## config.mk

```make
export PLATFORM = sky130hd
export DESIGN_NAME = seqdma_chan
export DESIGN_NICKNAME = d
export VERILOG_FILES = /design/src/rtl/seqdma_pkg.sv /design/src/rtl/seqdma_regs.sv /design/src/rtl/seqdma_addr.sv /design/src/rtl/seqdma_seq.sv /design/src/rtl/seqdma_chan.sv
export SDC_FILE = /design/constraint.sdc
export NUM_CORES = 1
export LEC_CHECK = 0
export CORE_MARGIN = 5
export CORE_UTILIZATION = 51
export CTS_BUF_LIST = sky130_fd_sc_hd__clkbuf_4 sky130_fd_sc_hd__clkbuf_8
export CTS_CLUSTER_SIZE = 16
export DETAILED_ROUTE_END_ITERATION = 10
export PLACE_DENSITY = 0.83
export SYNTH_ARGS = -nofsm -noshare
export SYNTH_HDL_FRONTEND = slang
export SYNTH_SLANG_ARGS = --single-unit
```

## constraint.sdc

```tcl
create_clock -name clk -period 3.3 [get_ports clk]
set_input_delay 0.66 -clock clk [delete_from_list [all_inputs] [get_ports clk]]
set_output_delay 0.66 -clock clk [all_outputs]
set_load 0.005 [all_outputs]
```

## src/rtl/seqdma_pkg.sv

```systemverilog
package seqdma_pkg;
    typedef enum logic [1:0] {
        PH_IDLE  = 2'd0,
        PH_READ  = 2'd1,
        PH_WRITE = 2'd2
    } phase_e;

    localparam logic [1:0] SEL_MADDR = 2'd0;
    localparam logic [1:0] SEL_IOADDR = 2'd1;
    localparam logic [1:0] SEL_COUNT = 2'd2;
    localparam logic [1:0] SEL_CTRL = 2'd3;

    localparam int CB_EN = 0;
    localparam int CB_DIR = 1;
    localparam int CB_WORD = 2;
    localparam int CB_DEC = 3;
    localparam int CB_RPT = 4;
    localparam int CB_IRQEN = 5;
    localparam int CB_DCLR = 6;
endpackage

```

## src/rtl/seqdma_regs.sv

```systemverilog
module seqdma_regs
    import seqdma_pkg::*;
#(
    parameter int AW = 24,
    parameter int IOW = 16,
    parameter int CW = 16
) (
    input  logic          clk,
    input  logic          rst_n,
    input  logic          cfg_we,
    input  logic [1:0]    cfg_sel,
    input  logic [AW-1:0] cfg_wdata,
    input  logic          step_i,
    input  logic [AW-1:0] next_maddr_i,
    output logic [AW-1:0] maddr_o,
    output logic [IOW-1:0] ioaddr_o,
    output logic [CW-1:0] count_o,
    output logic          en_o,
    output logic          dir_o,
    output logic          word_o,
    output logic          dec_o,
    output logic          rpt_o,
    output logic          irqen_o,
    output logic          done_o
);
    localparam logic [CW-1:0] ONE = CW'(1);

    typedef struct packed {
        logic [AW-1:0]  maddr;
        logic [IOW-1:0] ioaddr;
        logic [CW-1:0]  count;
        logic en;
        logic dir;
        logic word;
        logic dec;
        logic rpt;
        logic irqen;
        logic done;
    } regs_t;

    regs_t q, d;

    always_comb begin
        d = q;
        if (cfg_we) begin
            case (cfg_sel)
                SEL_MADDR:  d.maddr = cfg_wdata;
                SEL_IOADDR: d.ioaddr = cfg_wdata[IOW-1:0];
                SEL_COUNT:  d.count = cfg_wdata[CW-1:0];
                default: begin
                    d.en    = cfg_wdata[CB_EN];
                    d.dir   = cfg_wdata[CB_DIR];
                    d.word  = cfg_wdata[CB_WORD];
                    d.dec   = cfg_wdata[CB_DEC];
                    d.rpt   = cfg_wdata[CB_RPT];
                    d.irqen = cfg_wdata[CB_IRQEN];
                    if (cfg_wdata[CB_DCLR]) d.done = 1'b0;
                end
            endcase
        end
        if (step_i) begin
            d.maddr = next_maddr_i;
            d.count = q.count - ONE;
            if (q.count == ONE) begin
                d.en   = 1'b0;
                d.done = 1'b1;
            end
        end
    end

    always_ff @(posedge clk) begin
        if (!rst_n) q <= '0;
        else        q <= d;
    end

    assign maddr_o  = q.maddr;
    assign ioaddr_o = q.ioaddr;
    assign count_o  = q.count;
    assign en_o     = q.en;
    assign dir_o    = q.dir;
    assign word_o   = q.word;
    assign dec_o    = q.dec;
    assign rpt_o    = q.rpt;
    assign irqen_o  = q.irqen;
    assign done_o   = q.done;

    assert_step_dec_R7: assert property (@(posedge clk) disable iff (!rst_n)
        step_i |=> (q.count == $past(q.count) - ONE));

    assert_done_disables_R7: assert property (@(posedge clk) disable iff (!rst_n)
        $rose(q.done) |-> !q.en);

    assert_done_sticky_R8: assert property (@(posedge clk) disable iff (!rst_n)
        (q.done && !(cfg_we && cfg_sel == SEL_CTRL && cfg_wdata[CB_DCLR])) |=> q.done);
endmodule

```

## src/rtl/seqdma_addr.sv

```systemverilog
module seqdma_addr #(
    parameter int AW = 24,
    parameter int IOW = 16
) (
    input  logic [AW-1:0]  maddr_i,
    input  logic [IOW-1:0] ioaddr_i,
    input  logic           dir_i,
    input  logic           word_i,
    input  logic           dec_i,
    output logic [AW-1:0]  src_o,
    output logic [AW-1:0]  dst_o,
    output logic [AW-1:0]  next_maddr_o
);
    localparam int PADW = AW - IOW;

    logic [AW-1:0] io_full;
    logic [AW-1:0] stride;

    always_comb begin
        io_full = {{PADW{1'b1}}, ioaddr_i};
        stride  = word_i ? AW'(2) : AW'(1);
        if (dir_i) begin
            src_o = io_full;
            dst_o = maddr_i;
        end else begin
            src_o = maddr_i;
            dst_o = io_full;
        end
        next_maddr_o = dec_i ? (maddr_i - stride) : (maddr_i + stride);
    end
endmodule

```

## src/rtl/seqdma_seq.sv

```systemverilog
module seqdma_seq
    import seqdma_pkg::*;
#(
    parameter int AW = 24,
    parameter int DW = 16
) (
    input  logic          clk,
    input  logic          rst_n,
    input  logic          req_i,
    input  logic          start_ok_i,
    input  logic [AW-1:0] src_i,
    input  logic [AW-1:0] dst_i,
    input  logic          word_i,
    input  logic          bus_ready,
    input  logic [DW-1:0] bus_rdata,
    output logic          bus_valid,
    output logic          bus_write,
    output logic          bus_word,
    output logic [AW-1:0] bus_addr,
    output logic [DW-1:0] bus_wdata,
    output logic          step_o
);
    localparam int BW = DW / 2;

    typedef struct packed {
        phase_e        ph;
        logic [DW-1:0] hold;
    } seq_t;

    seq_t q, d;

    always_comb begin
        d      = q;
        step_o = 1'b0;
        case (q.ph)
            PH_IDLE: begin
                if (req_i && start_ok_i) d.ph = PH_READ;
            end
            PH_READ: begin
                if (bus_ready) begin
                    d.hold = word_i ? bus_rdata : {{(DW-BW){1'b0}}, bus_rdata[BW-1:0]};
                    d.ph   = PH_WRITE;
                end
            end
            PH_WRITE: begin
                if (bus_ready) begin
                    d.ph   = PH_IDLE;
                    step_o = 1'b1;
                end
            end
            default: d.ph = PH_IDLE;
        endcase
    end

    always_ff @(posedge clk) begin
        if (!rst_n) q <= '{ph: PH_IDLE, hold: '0};
        else        q <= d;
    end

    assign bus_valid = (q.ph != PH_IDLE);
    assign bus_write = (q.ph == PH_WRITE);
    assign bus_word  = word_i;
    assign bus_addr  = (q.ph == PH_WRITE) ? dst_i : src_i;
    assign bus_wdata = (q.ph == PH_WRITE) ? q.hold : '0;

    assert_write_follows_read_R5: assert property (@(posedge clk) disable iff (!rst_n)
        (bus_valid && !bus_write && bus_ready) |=> (bus_valid && bus_write));

    assert_stall_holds_R5: assert property (@(posedge clk) disable iff (!rst_n)
        (bus_valid && !bus_ready) |=> (bus_valid && $stable(bus_addr) && $stable(bus_write)));

    assert_idle_after_write_R9: assert property (@(posedge clk) disable iff (!rst_n)
        (bus_valid && bus_write && bus_ready) |=> !bus_valid);
endmodule

```

## src/rtl/seqdma_chan.sv

```systemverilog
module seqdma_chan
    import seqdma_pkg::*;
#(
    parameter int AW = 24,
    parameter int IOW = 16,
    parameter int CW = 16,
    parameter int DW = 16
) (
    input  logic          clk,
    input  logic          rst_n,
    input  logic          cfg_we,
    input  logic [1:0]    cfg_sel,
    input  logic [AW-1:0] cfg_wdata,
    input  logic          xfer_req,
    output logic          bus_valid,
    output logic          bus_write,
    output logic          bus_word,
    output logic [AW-1:0] bus_addr,
    output logic [DW-1:0] bus_wdata,
    input  logic [DW-1:0] bus_rdata,
    input  logic          bus_ready,
    output logic [AW-1:0] cur_maddr,
    output logic [CW-1:0] cur_count,
    output logic          chan_en,
    output logic          done,
    output logic          irq
);
    logic [AW-1:0]  maddr, next_maddr, src, dst;
    logic [IOW-1:0] ioaddr;
    logic [CW-1:0]  count;
    logic en, dir, word, dec, rpt, irqen, step, start_ok;

    seqdma_regs #(.AW(AW), .IOW(IOW), .CW(CW)) regs_i (
        .clk(clk), .rst_n(rst_n),
        .cfg_we(cfg_we), .cfg_sel(cfg_sel), .cfg_wdata(cfg_wdata),
        .step_i(step), .next_maddr_i(next_maddr),
        .maddr_o(maddr), .ioaddr_o(ioaddr), .count_o(count),
        .en_o(en), .dir_o(dir), .word_o(word), .dec_o(dec),
        .rpt_o(rpt), .irqen_o(irqen), .done_o(done)
    );

    seqdma_addr #(.AW(AW), .IOW(IOW)) addr_i (
        .maddr_i(maddr), .ioaddr_i(ioaddr), .dir_i(dir), .word_i(word), .dec_i(dec),
        .src_o(src), .dst_o(dst), .next_maddr_o(next_maddr)
    );

    assign start_ok = en && !rpt && (count != '0);

    seqdma_seq #(.AW(AW), .DW(DW)) seq_i (
        .clk(clk), .rst_n(rst_n),
        .req_i(xfer_req), .start_ok_i(start_ok),
        .src_i(src), .dst_i(dst), .word_i(word),
        .bus_ready(bus_ready), .bus_rdata(bus_rdata),
        .bus_valid(bus_valid), .bus_write(bus_write), .bus_word(bus_word),
        .bus_addr(bus_addr), .bus_wdata(bus_wdata), .step_o(step)
    );

    assign cur_maddr = maddr;
    assign cur_count = count;
    assign chan_en   = en;
    assign irq       = done & irqen;

    localparam int PADW = AW - IOW;

    assert_io_high_R10: assert property (@(posedge clk) disable iff (!rst_n)
        (bus_valid && (bus_write != dir)) |-> (bus_addr[AW-1:IOW] == {PADW{1'b1}}));

    assert_no_start_disabled_R3: assert property (@(posedge clk) disable iff (!rst_n)
        (!bus_valid && !en) |=> !bus_valid);
endmodule

```

==> results.ini, run 1 <==
[outcome]
status=completed

[synth]
muxShareOfSynthArea=0.0539
yosysTopAreaCell=dfxtp_1
synth-simple-area-share=0.263
synth_top_family_by_area=simple AND/OR/NAND/NOR gates
syn-num-nets=748
ys_ff_latch=81
syn_area_um2=5250
yosys-top-cells-area=dfxtp_1 (31%), nand2_1 (8.7%), a21oi_1 (8.0%)
ys_types=68
ys_seq_area_frac=0.309
synth-edff-count=0
synth_area_per_cell_um2=7.79
synthAdderAreaFrac=0.0658
yosys.area.top_type_share=0.309
ys.warnings.count=0
synthFlopType=dfxtp_1
syn_inst=674
synth_compound_area_frac=0.241
ys_async_sr_fraction=0
synth-xor-area-share=0.0298

[sta]
slew_viol_final=0
fin_crit_ps=3140
layout_setup_ws_ps=163
slew-limit-headroom=0.371
grt_setup_unrepaired=no
setup_viol=0
fmax_mhz=319
tns_ps=0
holdWs_ps=450
finalCritPeriodShare=0.950
skew_ps=9.54
hold_viol=0
max_slew.worst_pin.slew_ps=940

[layout]
utilization=0.680
stdcell_area_um2=6930
diodes=0
area_growth_pct=32.0
layout-drive-gt1-share=0.0888
final_common_cell=clkdlybuf4s50_1
mostFrequentLayoutCells=clkdlybuf4s50_1 (132), nand2_1 (122), a21oi_1 (84), dfxtp_1 (81), nor2_1 (43)
fin_nets=870
instances_no_fill=936

[worst_setup_path]
r2r_setup_slack_ps=260
r2r_start=regs_i.word_o$_SDFFE_PN0P_
worstSetupStartpoint=seq_i.q[17]$_SDFFE_PN0P_
critPathMaxStageDelay_ps=470
path_class=register to output port
crit_required_ps=2640
cp-start-kind=register
critPathSlowestCell=clkdlybuf4s50_1
path_cells=nor2b_1 -> xnor2_2 -> buf_4 -> mux2_2 -> clkdlybuf4s50_1
worstSetupEndpointType=output port
cp.arrival_ps=2480
crit_fanout=24

[grt]
grtUsageTotal=0.279
first_global_vias=5425
grt_pass1_wl_um=28200
grt_max_degree=39
antenna_found_initial=0
overflow=0

[cts]
root_buffer=clkbuf_8
cts_setup_buffers=0
clk_path_buf_depth=2
clkLatencyLatePin_ps=360
cts_hold_buffers=0
h-tree-depth=3
clkTransAtPathRegs_ps=90
numCtsBuffers=9
cts_tree=done
cts-resized-gates=0
clkSinkCount=81

[hold_path]
hold_path.class=register to register
min_from=seq_i.q[15]$_SDFFE_PN0P_

[floorplanning]
rows=37
initial_core_util=0.515
coreArea_um2=10200
die_x_um=111
die-area_um2=12400
die_h_um=111
io_pins=133

[power_and_ir_drop]
peakVddDrop_v=0.000216
power_mw=2.22
power_density_nw_per_um2=320
swShare=0.276
comb_power_share=0.167
p_int_mw=1.61
clockPowerShare=0.370
pwr-share-seq=0.463
switchingPower_mw=0.613
leakagePower_nw=2.70

[place]
dp_cells=921
gp_congestion=0.970
port_buffers=132
dp_hpwl_um=13300
dp_slack_ps=325
dpl_cell_area_um2=6710

[drt]
drc=0
wl_per_cell_um=19.0
drtIter0Drc=492
vias=5621
drt_wl_total_um=17800
postRouteAntennaNets=0
viasPerCell=6.01
firstDrtPassIters=5

[flow_run]
drv_cap=0

-- cell usage after synthesis (5+ instances only) --
cell	number
nor2_1	43
nand3_1	31
buf_2	10
a311oi_1	6
ha_1	26
xnor2_1	8
nand2_1	122
a21oi_1	84
a221oi_1	5
and3_1	10
mux2_2	18
inv_1	9
dfxtp_1	81
a22oi_1	5
nand2b_1	8
and2_1	20
nor2b_1	5
o21a_1	6
nand4_1	8
nand3b_1	5
nor3_1	10
o211ai_1	11
o21ai_0	23
xor2_1	8
o22ai_1	6
clkbuf_1	27
mux2i_1	8
a31oi_1	9
-- final timing paths --
path,end,cells past startpoint
min reg2reg,seq_i.q[15]$_SDFFE_PN0P_,2
min,seq_i.q[15]$_SDFFE_PN0P_,2
max,bus_addr[14],5
max reg2reg,regs_i.maddr_o[22]$_SDFFE_PN0P_,8
-- flip-flops by register name, indices dropped and copies added (netlist names) --
| signal | flops |
|---|---|
| regs_i.irqen_o | 1 |
| regs_i.en_o | 1 |
| regs_i.rpt_o | 1 |
| regs_i.word_o | 1 |
| regs_i.dec_o | 1 |
| regs_i.ioaddr_o | 16 |
| regs_i.done_o | 1 |
| regs_i.count_o | 16 |
| regs_i.maddr_o | 24 |
| regs_i.dir_o | 1 |
| seq_i.q | 18 |
-- cells by family after synthesis --
logic type / count (synthesis)
AND/OR/NAND/NOR: 285
AO/OA/AOI/OAI: 190
flip-flops: 81
buffers and inverters: 48
adder cells (fa/ha/maj): 27
multiplexers: 26
XOR/XNOR: 17
-- power groups by stage --
stage               Sequential, mW  Combinational, mW  Clock, mW
floorplan                     1.04              0.185          0
global placement              1.05              0.362          0
detailed placement            1.05              0.366          0
CTS                           1.03              0.369      0.828
global route                  1.03              0.399      0.874
finish                        1.03              0.372      0.821
-- critical path: cells and delay by family, from the launching register on --
| family | cells | cell delay (ps) |
|---|---|---|
| buffers and inverters | 2 | 810 |
| flip-flops | 1 | 440 |
| multiplexers | 1 | 380 |
| AND/OR/NAND/NOR | 1 | 320 |
| XOR/XNOR | 1 | 140 |
-- area by class of cell --
class / instances / area [µm²]
Clock inverter: 6 / 92.6
Tap cell: 136 / 170
Clock buffer: 9 / 124
Multi-Input combinational cell: 545 / 3440
Inverter: 10 / 37.5
Fill cell: 857 / 3250
Sequential cell: 81 / 1620
Timing Repair Buffer: 149 / 1450
-- per-layer routing --
metal,vias to the layer above,part of all wire,GRT usage
met5,-,0,0
met4,0,0.018,0.0722
met3,29,0.081,0.0641
met2,255,0.46,0.451
met1,2661,0.44,0.377
li1,2676,-,-
No activity file was read; power rests on OpenSTA's default activity.
==> run 2, diff against run 1 <==
--- a/config.mk
+++ b/config.mk
@@ -11,6 +11,8 @@
 export CTS_CLUSTER_SIZE = 16
 export DETAILED_ROUTE_END_ITERATION = 10
 export PLACE_DENSITY = 0.83
+export RECOVER_POWER = 100
 export SYNTH_ARGS = -nofsm -noshare
 export SYNTH_HDL_FRONTEND = slang
 export SYNTH_SLANG_ARGS = --single-unit
+export TNS_END_PERCENT = 1
==> run 2 against run 1 <==
Maximum frequency barely moved. Die area did not move. Total power fell by 0.48%. Cell count rose by 0.11%. Final area fell by 0.47%. Critical endpoint unchanged.
==> results.ini, run 2 (synthesized netlist as in run 1, its figures left out) <==
[outcome]
status=completed  ; unchanged

[drt]
drc=0  ; unchanged
firstDrtPassIters=5  ; unchanged
wl_per_cell_um=19.0  ; about the same
drtIter0Drc=496  ; was 492
vias=5641  ; was 5621
drt_wl_total_um=17800  ; about the same
viasPerCell=6.02  ; was 6.01
postRouteAntennaNets=0  ; unchanged

[floorplanning]
die_h_um=111  ; unchanged
die-area_um2=12400  ; unchanged
io_pins=133  ; unchanged
initial_core_util=0.515  ; unchanged
die_x_um=111  ; unchanged
rows=37  ; unchanged
coreArea_um2=10200  ; unchanged

[power_and_ir_drop]
clockPowerShare=0.372  ; was 0.370
peakVddDrop_v=0.000217  ; was 0.000216 V
power_density_nw_per_um2=320  ; about the same
swShare=0.277  ; was 0.276
switchingPower_mw=0.613  ; about the same
comb_power_share=0.163  ; was 0.167
pwr-share-seq=0.465  ; was 0.463
p_int_mw=1.60  ; was 1.61 mW
leakagePower_nw=2.86  ; was 2.70 nW

[place]
gp_congestion=0.970  ; unchanged
dp_hpwl_um=13300  ; unchanged
dp_slack_ps=325  ; unchanged
dpl_cell_area_um2=6710  ; unchanged
port_buffers=132  ; unchanged

[worst_setup_path]
crit_required_ps=2640  ; about the same
cp.arrival_ps=2480  ; about the same
r2r_setup_slack_ps=240  ; was 260 ps
path_class=register to output port  ; unchanged
crit_fanout=24  ; unchanged
worstSetupEndpointType=output port  ; unchanged
cp-start-kind=register  ; unchanged

[layout]
fin_nets=870  ; unchanged
stdcell_area_um2=6900  ; was 6930 µm²
area_growth_pct=31.4  ; was 32.0%
layout-drive-gt1-share=0.0788  ; was 0.0888
final_common_cell=nand2_1  ; was clkdlybuf4s50_1
mostFrequentLayoutCells=nand2_1 (122), a21oi_1 (84), dfxtp_1 (81), clkdlybuf4s50_1 (71), dlygate4sd3_1 (61)  ; was clkdlybuf4s50_1 (132), nand2_1 (122), a21oi_1 (84), dfxtp_1 (81), nor2_1 (43)
largest_register_ffs=24  ; unchanged

[cts]
cts_tree=done  ; unchanged
cts-resized-gates=0  ; unchanged
clk_path_buf_depth=2  ; unchanged
clkLatencyLatePin_ps=360  ; about the same
clkSinkCount=81  ; unchanged
h-tree-depth=3  ; unchanged
clkTransAtPathRegs_ps=90  ; about the same
cts_hold_buffers=0  ; unchanged
numCtsBuffers=9  ; unchanged
cts_setup_buffers=0  ; unchanged
root_buffer=clkbuf_8  ; unchanged

[sta]
layout_setup_ws_ps=161  ; was 163 ps
holdWs_ps=452  ; was 450 ps
fmax_mhz=319  ; about the same
finalCritPeriodShare=0.951  ; was 0.950
slew-limit-headroom=0.252  ; was 0.371
slew_viol_final=0  ; unchanged
setup_viol=0  ; unchanged
skew_ps=10.3  ; was 9.54 ps
tns_ps=0  ; unchanged
fin_crit_ps=3140  ; about the same
max_slew.worst_pin.slew_ps=1120  ; was 940 ps
hold_viol=0  ; unchanged
grt_setup_unrepaired=no  ; unchanged

[grt]
grt_pass1_wl_um=28200  ; unchanged
grt_max_degree=39  ; unchanged
first_global_vias=5425  ; unchanged
antenna_found_initial=1  ; was 0
overflow=0  ; unchanged
grtUsageTotal=0.279  ; unchanged

[hold_path]
hold_path.class=register to register  ; unchanged

[flow_run]
drv_cap=0  ; unchanged

## run 2: changes by cell type in the layout (fill, tap and decap cells not counted), moves of 5 or more
cell             delta
buf_4               -6
and2_0             +11
and2_1             -11
dlygate4sd3_1      +61
clkbuf_1            +5
clkdlybuf4s50_1    -61
## run 2: worst max-delay path, stage by stage (launching register included)
cell and delay [ps]:
dfxtp_1 450, nor2b_1 310, xnor2_2 140, buf_4 350
mux2_2 380, clkdlybuf4s50_1 470
## run 2: path summary, 6_finish.rpt
check / to / start / cells after the start
hold reg to reg: seq_i.q[15]$_SDFFE_PN0P_ / seq_i.q[15]$_SDFFE_PN0P_ / 2
setup reg to reg: regs_i.maddr_o[22]$_SDFFE_PN0P_ / regs_i.word_o$_SDFFE_PN0P_ / 8
setup / recovery: bus_addr[14] / seq_i.q[17]$_SDFFE_PN0P_ / 5
hold / removal: seq_i.q[15]$_SDFFE_PN0P_ / seq_i.q[15]$_SDFFE_PN0P_ / 2
## run 2: per-stage QoR
| step | total power, mW | utilization | cells |
|---|---|---|---|
| after floorplan | 1.23 | - | 674 |
| after global placement | 1.41 | 0.659 | 921 |
| after detailed placement | 1.42 | 0.659 | 921 |
| after CTS | 2.22 | 0.680 | 936 |
| after global routing | 2.29 | 0.677 | 937 |
| final | 2.21 | 0.677 | 937 |
## run 2: power groups by stage
stage	registers (mW)	logic, mW	clock network, mW
global placement	1.05	0.362	0
global route	1.03	0.389	0.874
CTS	1.03	0.369	0.828
detailed placement	1.05	0.366	0
floorplan	1.04	0.185	0
finish	1.03	0.361	0.822
## run 2: layout make-up
type / instances / area (µm²)
Multi-Input combinational cell: 545 / 3420
Fill cell: 871 / 3290
Sequential cell: 81 / 1620
Timing Repair Buffer: 149 / 1430
Tap cell: 136 / 170
Clock buffer: 9 / 124
Clock inverter: 6 / 92.6
Inverter: 10 / 37.5
Antenna cell: 1 / 2.50
## run 2: metal layers
layer,share of wire,wire length [µm],global-route usage,up-vias
li1,-,-,-,2676
met1,0.44,7910,0.377,2678
met2,0.46,8250,0.451,266
met3,0.078,1390,0.0641,21
met4,0.015,276,0.0722,0
met5,0,0,0,-
